===== config.mk =====
export PLATFORM = sky130hd
export DESIGN_NAME = conv_result_bank
export DESIGN_NICKNAME = d
export VERILOG_FILES = /design/src/rtl/rb_pkg.sv /design/src/rtl/rb_ctrl.sv /design/src/rtl/rb_datapath.sv /design/src/rtl/conv_result_bank.sv
export SDC_FILE = /design/constraint.sdc
export NUM_CORES = 1
export LEC_CHECK = 0
export BUFFER_PORTS_ARGS = -buffer_cell sky130_fd_sc_hd__buf_4
export CAP_MARGIN = 10
export CELL_PAD_IN_SITES_DETAIL_PLACEMENT = 0
export CELL_PAD_IN_SITES_GLOBAL_PLACEMENT = 1
export CORE_ASPECT_RATIO = 2
export CORE_MARGIN = 2
export CORE_UTILIZATION = 45
export CTS_CLUSTER_SIZE = 10
export DETAILED_ROUTE_END_ITERATION = 10
export PLACE_DENSITY = 0.77
export REMOVE_ABC_BUFFERS = 1
export SYNTH_ARGS = -nofsm -noshare
export SYNTH_HDL_FRONTEND = slang
export SYNTH_SLANG_ARGS = --single-unit

===== constraint.sdc =====
create_clock -name clk -period 3.75 [get_ports clk]
set_input_delay 0.75 -clock clk [delete_from_list [all_inputs] [get_ports clk]]
set_output_delay 0.75 -clock clk [all_outputs]
set_load 0.01 [all_outputs]

===== src/rtl/rb_pkg.sv =====
package rb_pkg;
  localparam int DATA_W   = 12;
  localparam int CODE_W   = 3;
  localparam int WORD_W   = 1 + CODE_W + DATA_W;
  localparam int NUM_CH   = 6;
  localparam int NUM_SLOT = 1 << CODE_W;
  localparam int GRP_W    = 2;

  localparam logic [CODE_W-1:0] MODE_CYCLE = 3'd6;
  localparam logic [CODE_W-1:0] MODE_FIFO  = 3'd7;

  typedef struct packed {
    logic [CODE_W-1:0] code;
    logic [DATA_W-1:0] data;
  } rbEntry_t;

  // strobes from control to datapath
  typedef struct packed {
    logic              loadPend;
    logic              commit;
    logic              fromPend;
    logic              pop;
    logic              outEn;
    logic              byteMode;
    logic              byteHi;
    logic [CODE_W-1:0] cyclePtr;
    logic [CODE_W-1:0] selMode;
  } rbStrobe_t;
endpackage


===== src/rtl/rb_ctrl.sv =====
module rb_ctrl
  import rb_pkg::*;
(
  input  logic              clk,
  input  logic              rstN,
  input  logic              resValid,
  input  logic [GRP_W-1:0]  resPair,
  input  logic              csN,
  input  logic              rdN,
  input  logic [CODE_W-1:0] addrMode,
  input  logic              byteMode,
  input  logic              fifoEmpty,
  output rbStrobe_t         strb
);
  logic              readActive;
  logic              rdLowQ;
  logic              halfQ;
  logic              pendQ;
  logic [CODE_W-1:0] modeQ;
  logic [CODE_W-1:0] ptrQ;
  logic              readDone;
  logic              wordDone;
  logic              incoming;

  assign readActive = !csN && !rdN;
  assign readDone   = rdLowQ && !rdN ? 1'b0 : (rdLowQ && rdN && !csN);
  assign wordDone   = readDone && (!byteMode || halfQ);
  assign incoming   = resValid && (resPair != 2'd3);

  always_comb begin
    strb          = '0;
    strb.outEn    = readActive;
    strb.selMode  = addrMode;
    strb.byteMode = byteMode;
    strb.byteHi   = halfQ;
    strb.cyclePtr = ptrQ;
    strb.pop      = wordDone && (modeQ == MODE_FIFO) && !fifoEmpty;
    if (readActive) begin
      strb.loadPend = incoming && !pendQ;
    end else if (pendQ) begin
      strb.commit   = 1'b1;
      strb.fromPend = 1'b1;
      strb.loadPend = incoming;
    end else begin
      strb.commit   = incoming;
    end
  end

  always_ff @(posedge clk or negedge rstN) begin
    if (!rstN) begin
      rdLowQ <= 1'b0;
      halfQ  <= 1'b0;
      pendQ  <= 1'b0;
      modeQ  <= '0;
      ptrQ   <= '0;
    end else begin
      rdLowQ <= readActive;
      if (readActive) modeQ <= addrMode;
      if (strb.loadPend) pendQ <= 1'b1;
      else if (strb.commit && strb.fromPend) pendQ <= 1'b0;
      if (readDone) halfQ <= byteMode ? !halfQ : 1'b0;
      if (wordDone && modeQ == MODE_CYCLE)
        ptrQ <= (ptrQ == CODE_W'(NUM_CH - 1)) ? '0 : ptrQ + 1'b1;
    end
  end

  // rotating pointer never leaves the six input codes
  assert_ptr_range_R4: assert property (@(posedge clk) disable iff (!rstN)
    ptrQ < CODE_W'(NUM_CH));

  // in byte mode the pointer holds across the first access
  assert_ptr_hold_first_byte_R9: assert property (@(posedge clk) disable iff (!rstN)
    (readDone && byteMode && !halfQ) |=> $stable(ptrQ));
endmodule


===== src/rtl/rb_datapath.sv =====
module rb_datapath
  import rb_pkg::*;
#(
  parameter int FIFO_DEPTH = 6
) (
  input  logic              clk,
  input  logic              rstN,
  input  rbStrobe_t         strb,
  input  logic [GRP_W-1:0]  resPair,
  input  logic [DATA_W-1:0] resData0,
  input  logic [DATA_W-1:0] resData1,
  output logic              fifoEmpty,
  output logic [WORD_W-1:0] dataOut,
  output logic              dataOe,
  output logic              fifoOverflow
);
  localparam int CNT_W  = $clog2(FIFO_DEPTH + 1);
  localparam int HALF_W = WORD_W / 2;

  logic [GRP_W-1:0]  pendPair;
  logic [DATA_W-1:0] pendD0, pendD1;
  logic [GRP_W-1:0]  wrPair;
  logic [DATA_W-1:0] wrD0, wrD1;

  assign wrPair = strb.fromPend ? pendPair : resPair;
  assign wrD0   = strb.fromPend ? pendD0   : resData0;
  assign wrD1   = strb.fromPend ? pendD1   : resData1;

  always_ff @(posedge clk or negedge rstN) begin
    if (!rstN) begin
      pendPair <= '0;
      pendD0   <= '0;
      pendD1   <= '0;
    end else if (strb.loadPend) begin
      pendPair <= resPair;
      pendD0   <= resData0;
      pendD1   <= resData1;
    end
  end

  // per-input latest result; codes 6 and 7 are tied empty
  logic [DATA_W-1:0] dirData [NUM_SLOT];
  logic [NUM_SLOT-1:0] dirValid;

  generate
    for (genvar g = 0; g < NUM_SLOT; g++) begin : gSlot
      if (g < NUM_CH) begin : gReal
        logic [DATA_W-1:0] slotQ;
        logic              slotV;
        always_ff @(posedge clk or negedge rstN) begin
          if (!rstN) begin
            slotQ <= '0;
            slotV <= 1'b0;
          end else if (strb.commit && wrPair == GRP_W'(g / 2)) begin
            slotQ <= (g % 2 == 0) ? wrD0 : wrD1;
            slotV <= 1'b1;
          end
        end
        assign dirData[g]  = slotQ;
        assign dirValid[g] = slotV;
      end else begin : gTie
        assign dirData[g]  = '0;
        assign dirValid[g] = 1'b0;
      end
    end
  endgenerate

  // arrival-ordered queue
  rbEntry_t          fifoQ [FIFO_DEPTH];
  rbEntry_t          nextQ [FIFO_DEPTH];
  logic [CNT_W-1:0]  cntQ;
  int                nextCnt;
  logic              ovfSet;

  assign fifoEmpty = (cntQ == '0);

  always_comb begin
    nextQ   = fifoQ;
    nextCnt = int'(cntQ);
    ovfSet  = 1'b0;
    if (strb.pop) begin
      for (int i = 0; i < FIFO_DEPTH - 1; i++) nextQ[i] = fifoQ[i + 1];
      nextQ[FIFO_DEPTH - 1] = '0;
      nextCnt = nextCnt - 1;
    end
    if (strb.commit) begin
      if (nextCnt + 2 <= FIFO_DEPTH) begin
        for (int i = 0; i < FIFO_DEPTH; i++) begin
          if (i == nextCnt)     nextQ[i] = '{code: {wrPair, 1'b0}, data: wrD0};
          if (i == nextCnt + 1) nextQ[i] = '{code: {wrPair, 1'b1}, data: wrD1};
        end
        nextCnt = nextCnt + 2;
      end else begin
        ovfSet = 1'b1;
      end
    end
  end

  always_ff @(posedge clk or negedge rstN) begin
    if (!rstN) begin
      for (int i = 0; i < FIFO_DEPTH; i++) fifoQ[i] <= '0;
      cntQ         <= '0;
      fifoOverflow <= 1'b0;
    end else begin
      fifoQ <= nextQ;
      cntQ  <= CNT_W'(nextCnt);
      if (ovfSet) fifoOverflow <= 1'b1;
    end
  end

  // read word selection
  logic [WORD_W-1:0] word;
  logic [CODE_W-1:0] ch;

  always_comb begin
    ch   = (strb.selMode == MODE_CYCLE) ? strb.cyclePtr : strb.selMode;
    word = {dirValid[ch], ch, dirData[ch]};
    if (strb.selMode == MODE_FIFO)
      word = fifoEmpty ? '0 : {1'b1, fifoQ[0]};
    if (strb.byteMode)
      word = strb.byteHi ? {{HALF_W{1'b0}}, word[WORD_W-1:HALF_W]}
                         : {{HALF_W{1'b0}}, word[HALF_W-1:0]};
  end

  always_ff @(posedge clk or negedge rstN) begin
    if (!rstN) begin
      dataOut <= '0;
      dataOe  <= 1'b0;
    end else begin
      dataOut <= strb.outEn ? word : '0;
      dataOe  <= strb.outEn;
    end
  end

  assert_fifo_bound_R12: assert property (@(posedge clk) disable iff (!rstN)
    cntQ <= CNT_W'(FIFO_DEPTH));

  assert_ovf_sticky_R12: assert property (@(posedge clk) disable iff (!rstN)
    fifoOverflow |=> fifoOverflow);

  assert_pop_shrinks_R5: assert property (@(posedge clk) disable iff (!rstN)
    (strb.pop && !strb.commit) |=> cntQ == CNT_W'($past(cntQ) - 1'b1));
endmodule


===== src/rtl/conv_result_bank.sv =====
module conv_result_bank
  import rb_pkg::*;
#(
  parameter int FIFO_DEPTH = 6
) (
  input  logic              clk,
  input  logic              rstN,
  input  logic              resValid,
  input  logic [1:0]        resPair,
  input  logic [11:0]       resData0,
  input  logic [11:0]       resData1,
  input  logic              csN,
  input  logic              rdN,
  input  logic [2:0]        addrMode,
  input  logic              byteMode,
  output logic [15:0]       dataOut,
  output logic              dataOe,
  output logic              fifoOverflow
);
  rbStrobe_t strb;
  logic      fifoEmpty;

  rb_ctrl u_ctrl (
    .clk      (clk),
    .rstN     (rstN),
    .resValid (resValid),
    .resPair  (resPair),
    .csN      (csN),
    .rdN      (rdN),
    .addrMode (addrMode),
    .byteMode (byteMode),
    .fifoEmpty(fifoEmpty),
    .strb     (strb)
  );

  rb_datapath #(.FIFO_DEPTH(FIFO_DEPTH)) u_dp (
    .clk         (clk),
    .rstN        (rstN),
    .strb        (strb),
    .resPair     (resPair),
    .resData0    (resData0),
    .resData1    (resData1),
    .fifoEmpty   (fifoEmpty),
    .dataOut     (dataOut),
    .dataOe      (dataOe),
    .fifoOverflow(fifoOverflow)
  );

  // a sampled read drives the bus in the next cycle, an idle one does not
  assert_oe_follows_read_R13: assert property (@(posedge clk) disable iff (!rstN)
    (!csN && !rdN) |=> dataOe);

  assert_oe_idle_R13: assert property (@(posedge clk) disable iff (!rstN)
    !(!csN && !rdN) |=> !dataOe);
endmodule


# ---- Word-level counts from Yosys, hierarchy flattened
# Cells that the tools add are included.
dict set report totals {
  latch_bits 0
  word_cells 128
  reg_bits 220
  out_inout_bits 18
  romBits 0
  ramBits 0
  n_memories 0
  in_bits 35
}
dict set report op_classes {
  mux 44
  n_mul 0
  n_bitwise 1
  n_shift 0
  reduce_logical 26
  order_cmp 3
  addsub 4
  eq_ne 18
  div 0
}
# cell count
set ops {}
lappend ops {{90-bit two-way mux} 3}
lappend ops {{15-bit two-way mux} 12}
lappend ops {{3-bit by 32-bit == test with 1-bit output (first input constant)} 4}
lappend ops {{4-bit by 32-bit == test with 1-bit output (first input constant)} 4}
lappend ops {{2-bit by 32-bit == test with 1-bit output (first input constant)} 2}
lappend ops {{32-bit zero test} 2}
lappend ops {{16-bit two-way mux} 4}
lappend ops {{12-bit two-way mux} 4}
lappend ops {{12-bit binary-select mux with 3-bit select} 1}
lappend ops {{32-bit by 2-bit adder with 32-bit output (second input constant)} 1}
lappend ops {{32-bit by 3-bit adder with 32-bit output (second input constant)} 1}
lappend ops {{32-bit by 4-bit less-or-equal comparator with 1-bit output (second input constant)} 1}
lappend ops {{32-bit two-way mux} 1}
lappend ops {{3-bit == test (second input constant)} 5}
lappend ops {{1-bit logical AND} 14}
lappend ops {{3-bit two-way mux} 4}
lappend ops {{1-bit two-way mux} 11}
lappend ops {{8-bit two-way mux} 1}
lappend ops {{1-bit zero test} 6}
lappend ops {{4-bit >= comparator (second input constant)} 1}
lappend ops {{3-bit by 4-bit < comparator with 1-bit output (second input constant)} 1}
lappend ops {{2-bit two-way mux} 2}
lappend ops {{3-bit NOT with 4-bit output} 1}
lappend ops {{3-bit by 1-bit subtractor with 4-bit output (second input constant)} 1}
lappend ops {{9 further kinds} 9}

# ---- Longest topological paths before layout
dict set report depth {
  ltp_word 12
  mapped_depth 21
  mapped_depth_nobuf 17
}

# ---- Cells and area by module
# Synthesis repeated with hierarchy kept, for this count alone.
dict set report unflattened {
  cells_unflattened 1063
  area_unflattened_um2 11308.3
}
# mod n_inst seq_area_each_um2 cells_per_inst area_per_inst_um2
set by_module_without_submodules {}
lappend by_module_without_submodules {rb_datapath 1 5305.1 1023 10836.6}
lappend by_module_without_submodules {rb_ctrl 1 225.2 40 471.7}

# ---- Worst setup path after synthesis
# No wires, ideal clock.
dict set report synth_timing {
  path_type {input-to-reg}
  start {in csN}
  end {reg u_dp.fifoQ[12] (netlist name)}
  path_slack_ns -0.334
  setup_time_ns 0.136
  required_ns 3.614
  n_path_buf 3
  t_arrival_ns 3.948
  path_stages 18
  path_cell_list {and3b_1 -> and4_1 -> buf_4 -> nand3_2 -> xor2_4 -> inv_2 -> ha_1 -> inv_1 -> ha_1 -> nor4b_2 -> nand4b_1 -> a2111oi_4 -> a2111oi_2 -> a21o_1 -> buf_6 -> buf_6 -> o311ai_1 -> o31ai_1}
}
# item line_no
set synth_lines {}
lappend synth_lines {{start, declared} conv_result_bank.sv:12} ;# input logic csN,
lappend synth_lines {{end signal, assigned} rb_datapath.sv:105} ;# fifoQ <= nextQ;
lappend synth_lines {{end, declared} rb_datapath.sv:69} ;# rbEntry_t fifoQ [FIFO_DEPTH];

==> results.toml <==
[synthesis]
yosysTopAreaCellShare_pct = 50.8
synth-main-ff-cell = "dfrtp_1"
avgSynthCellArea_um2 = 11.0
ys_types = 64
synthArstFlopShare_pct = 100
syn_inst = 989
synth_edf_count = 0
syn_area_um2 = 10800
synth.ff_latch_count = 220
ys_top_cells_by_area = "dfrtp_1 (51%), mux2i_1 (11%), o22a_1 (4.8%)"
yosysWarnings = 0
synth_top_cell_by_area = "dfrtp_1"
yosysSeqAreaShare_pct = 50.8

[die]
die_height_um = 223
fp.dieArea_um2 = 25400
core_area_um2 = 23700
initial_utilization_pct = 45.7
row_count = 80
io_pins = 53
die_x_um = 114

[final_layout]
final_util_pct = 54.2
num_antenna_cells = 0
multi_input_area_um2 = 5060
ff_latch_area_um2 = 5510
final_cell_mix = "dfrtp_1 (220), buf_4 (148), mux2i_1 (124)"
syn2layout_area_growth_pct = 18.6
nNetsFinal = 1142
final_cell_area_um2 = 12900
layout.cells.non_filler = 1382
final_common_cell = "dfrtp_1"
fillCellCount = 2153
drive_above_1_share_pct = 23.5

[drt]
first_pass_iters = 6
via_per_inst = 5.79
final_antenna_net_count = 0
wire_per_inst_um = 19.9
routed_wl_mm = 27.5
drtIter0Drc = 381
vias = 8008
drc = 0

[timing]
layout_setup_ws_ns = 0.0812
finalHoldViolCount = 0
finalSetupViolations = 0
finalCritPeriodShare_pct = 97.8
final_max_slew_viol_count = 0
skew_ns = 0.0192
worstMarginPinSlew_ns = 1.06
tns_ns = 0
max-slew-margin-rel_pct = 29.3
min_period_ns = 3.67
fmax_ghz = 0.273

[setup_path]
start_kind = "input pin"
critPathKind = "input pin to register"
crit_fanout = 6
end_kind = "register"
cp_data_arrival_time_ns = 4.10
rrSetupSlack_ns = 0.11
cp.required_ns = 4.18

[global_routing]
antenna_found_initial = 0
grt_pass1_wl_mm = 45.0
grt_pass1_vias = 8537
gr-total-overflow = 0
grt_max_degree = 93
track_usage_pct = 22.1

[pwr]
leakage_uw = 0.00561
peakVddDrop_mv = 0.357
power_per_cell_area_nw_per_um2 = 681

[clock_network]
clock_path_buffers = 3
clock-sinks = 220
htreeDepth = 1
clk_pin_slew_ns = 0.06
cts_root_buf = "clkbuf_16"
cts_tree = "built"
cts_buffers = 25
clock_latency_ns = 0.54
cts_hold_buf = 0

[placement]
dpl_worst_slack_ns = -0.488
gp_congestion = 0.883
post_dp_cell_area_um2 = 12100
portBuffers = 52
placed_cells = 1354
dp.final_hpwl_mm = 19.2

[worst_hold_path]
min_path_type = "input pin to asynchronous set/reset pin"

[run_status]
status = "finished clean"

[run]
drv_cap = 0
[layout make-up]
class,instances,share of cell area [%]
clock buffer,25,4.87
clock inverter,1,0.156
inverter,10,0.292
multi-input combinational,683,39.3
sequential,220,42.8
tap,287,2.79
timing repair buffer,156,9.72
[through the flow]
step | total power [uW] | hold slack, ns
after global placement | 6470 | 0.449
after global routing | 9310 | 0.283
after floorplan | 5450 | 0.435
after detailed placement | 6570 | 0.461
after CTS | 8720 | 0.266
final | 8750 | 0.233
[cell usage after synthesis, types with 4 or more instances]
cell type and number:
a22o_1 12, nand3_2 6, mux2i_1 124, clkbuf_1 37
ha_1 11, a21oi_4 4, mux4_2 8, o22ai_1 76
xnor2_1 4, o21ai_0 43, buf_1 4, buf_2 24
nor2_1 69, and3_1 4, or2_2 4, a21oi_1 75
o22a_1 60, dfrtp_1 220, inv_1 9, nand2_1 74
nand3_1 20, a211oi_1 7, mux2_2 26, nor3_1 4
buf_4 8
[cells by family after synthesis]
kind of cell	synth area share, %
multiplexers	15.8
AND/OR/NAND/NOR	8.63
flip-flops	50.8
AO/OA/AOI/OAI	19.0
adder cells (fa/ha/maj)	1.36
buffers and inverters	3.74
XOR/XNOR	0.658
[critical path: stages]
cell and delay [ns]:
buf_4 0.11, and3b_1 0.21, and4_2 0.28, buf_4 0.13
nand3_1 0.10, nand2_1 0.12, ha_2 0.19, inv_1 0.06
ha_2 0.19, nor4b_4 0.28, nand4b_1 0.26, a2111oi_4 0.39
a2111oi_4 0.07, buf_4 0.16, a21oi_4 0.18, a31oi_4 0.15
buf_4 0.23, a22o_1 0.23
[routing by layer]
metal  part of all wire (%)  global-route usage (%)
met1                     39                    25.7
met2                     55                    41.3
met3                    3.2                    2.17
met4                    2.9                    8.26
met5                      0                       0
[sequential cells by signal (all words and copies together), names as in the netlist]
name and flops:
u_ctrl.halfQ 1, u_ctrl.modeQ 3, u_ctrl.pendQ 1, u_ctrl.ptrQ 3, u_dp.cntQ 3, u_dp.dataOe 1
u_dp.dataOut 16, u_dp.fifoOverflow 1, u_dp.fifoQ 90, u_dp.gSlot.gReal.slotQ 72, u_dp.gSlot.gReal.slotV 3, u_dp.pendD0 12
u_dp.pendD1 12, u_dp.pendPair 2
[power by group]
part / total [uW] / switching (uW) / internal, uW / leakage, uW
clock: 2100 / 923 / 1180 / 0.000318
sequential: 3690 / 480 / 3210 / 0.00268
combinational: 2960 / 1550 / 1410 / 0.00261
total: 8750 / 2960 / 5790 / 0.00561
[worst paths after layout]
path / start / to / depth (start not counted)
worst max-delay path: csN / u_dp.fifoQ[6]$_DFF_PN0_ / 18
worst min-delay path: rstN / u_dp.pendPair[1]$_DFFE_PN0P_ / 1
worst max register to register: u_dp.cntQ[0]$_DFF_PN0_ / u_dp.fifoQ[6]$_DFF_PN0_ / 19
worst min register to register: u_dp.gSlot[4].gReal.slotV$_DFFE_PN0P_ / u_dp.gSlot[4].gReal.slotV$_DFFE_PN0P_ / 1
max in group asynchronous: rstN / u_dp.fifoQ[88]$_DFF_PN0_ / 2
min in group clk: resData1[6] / u_dp.pendD1[6]$_DFFE_PN0P_ / 2
[timing repair]
action | 4_1_cts | 5_1_grt
cloned | 0 | 1
endpoints found under the setup margin | 7 | 86
buffers inserted | 0 | 1
pin swaps | 0 | 8
resized for setup | 1 | 24
Power figures use the tool's default switching activity.
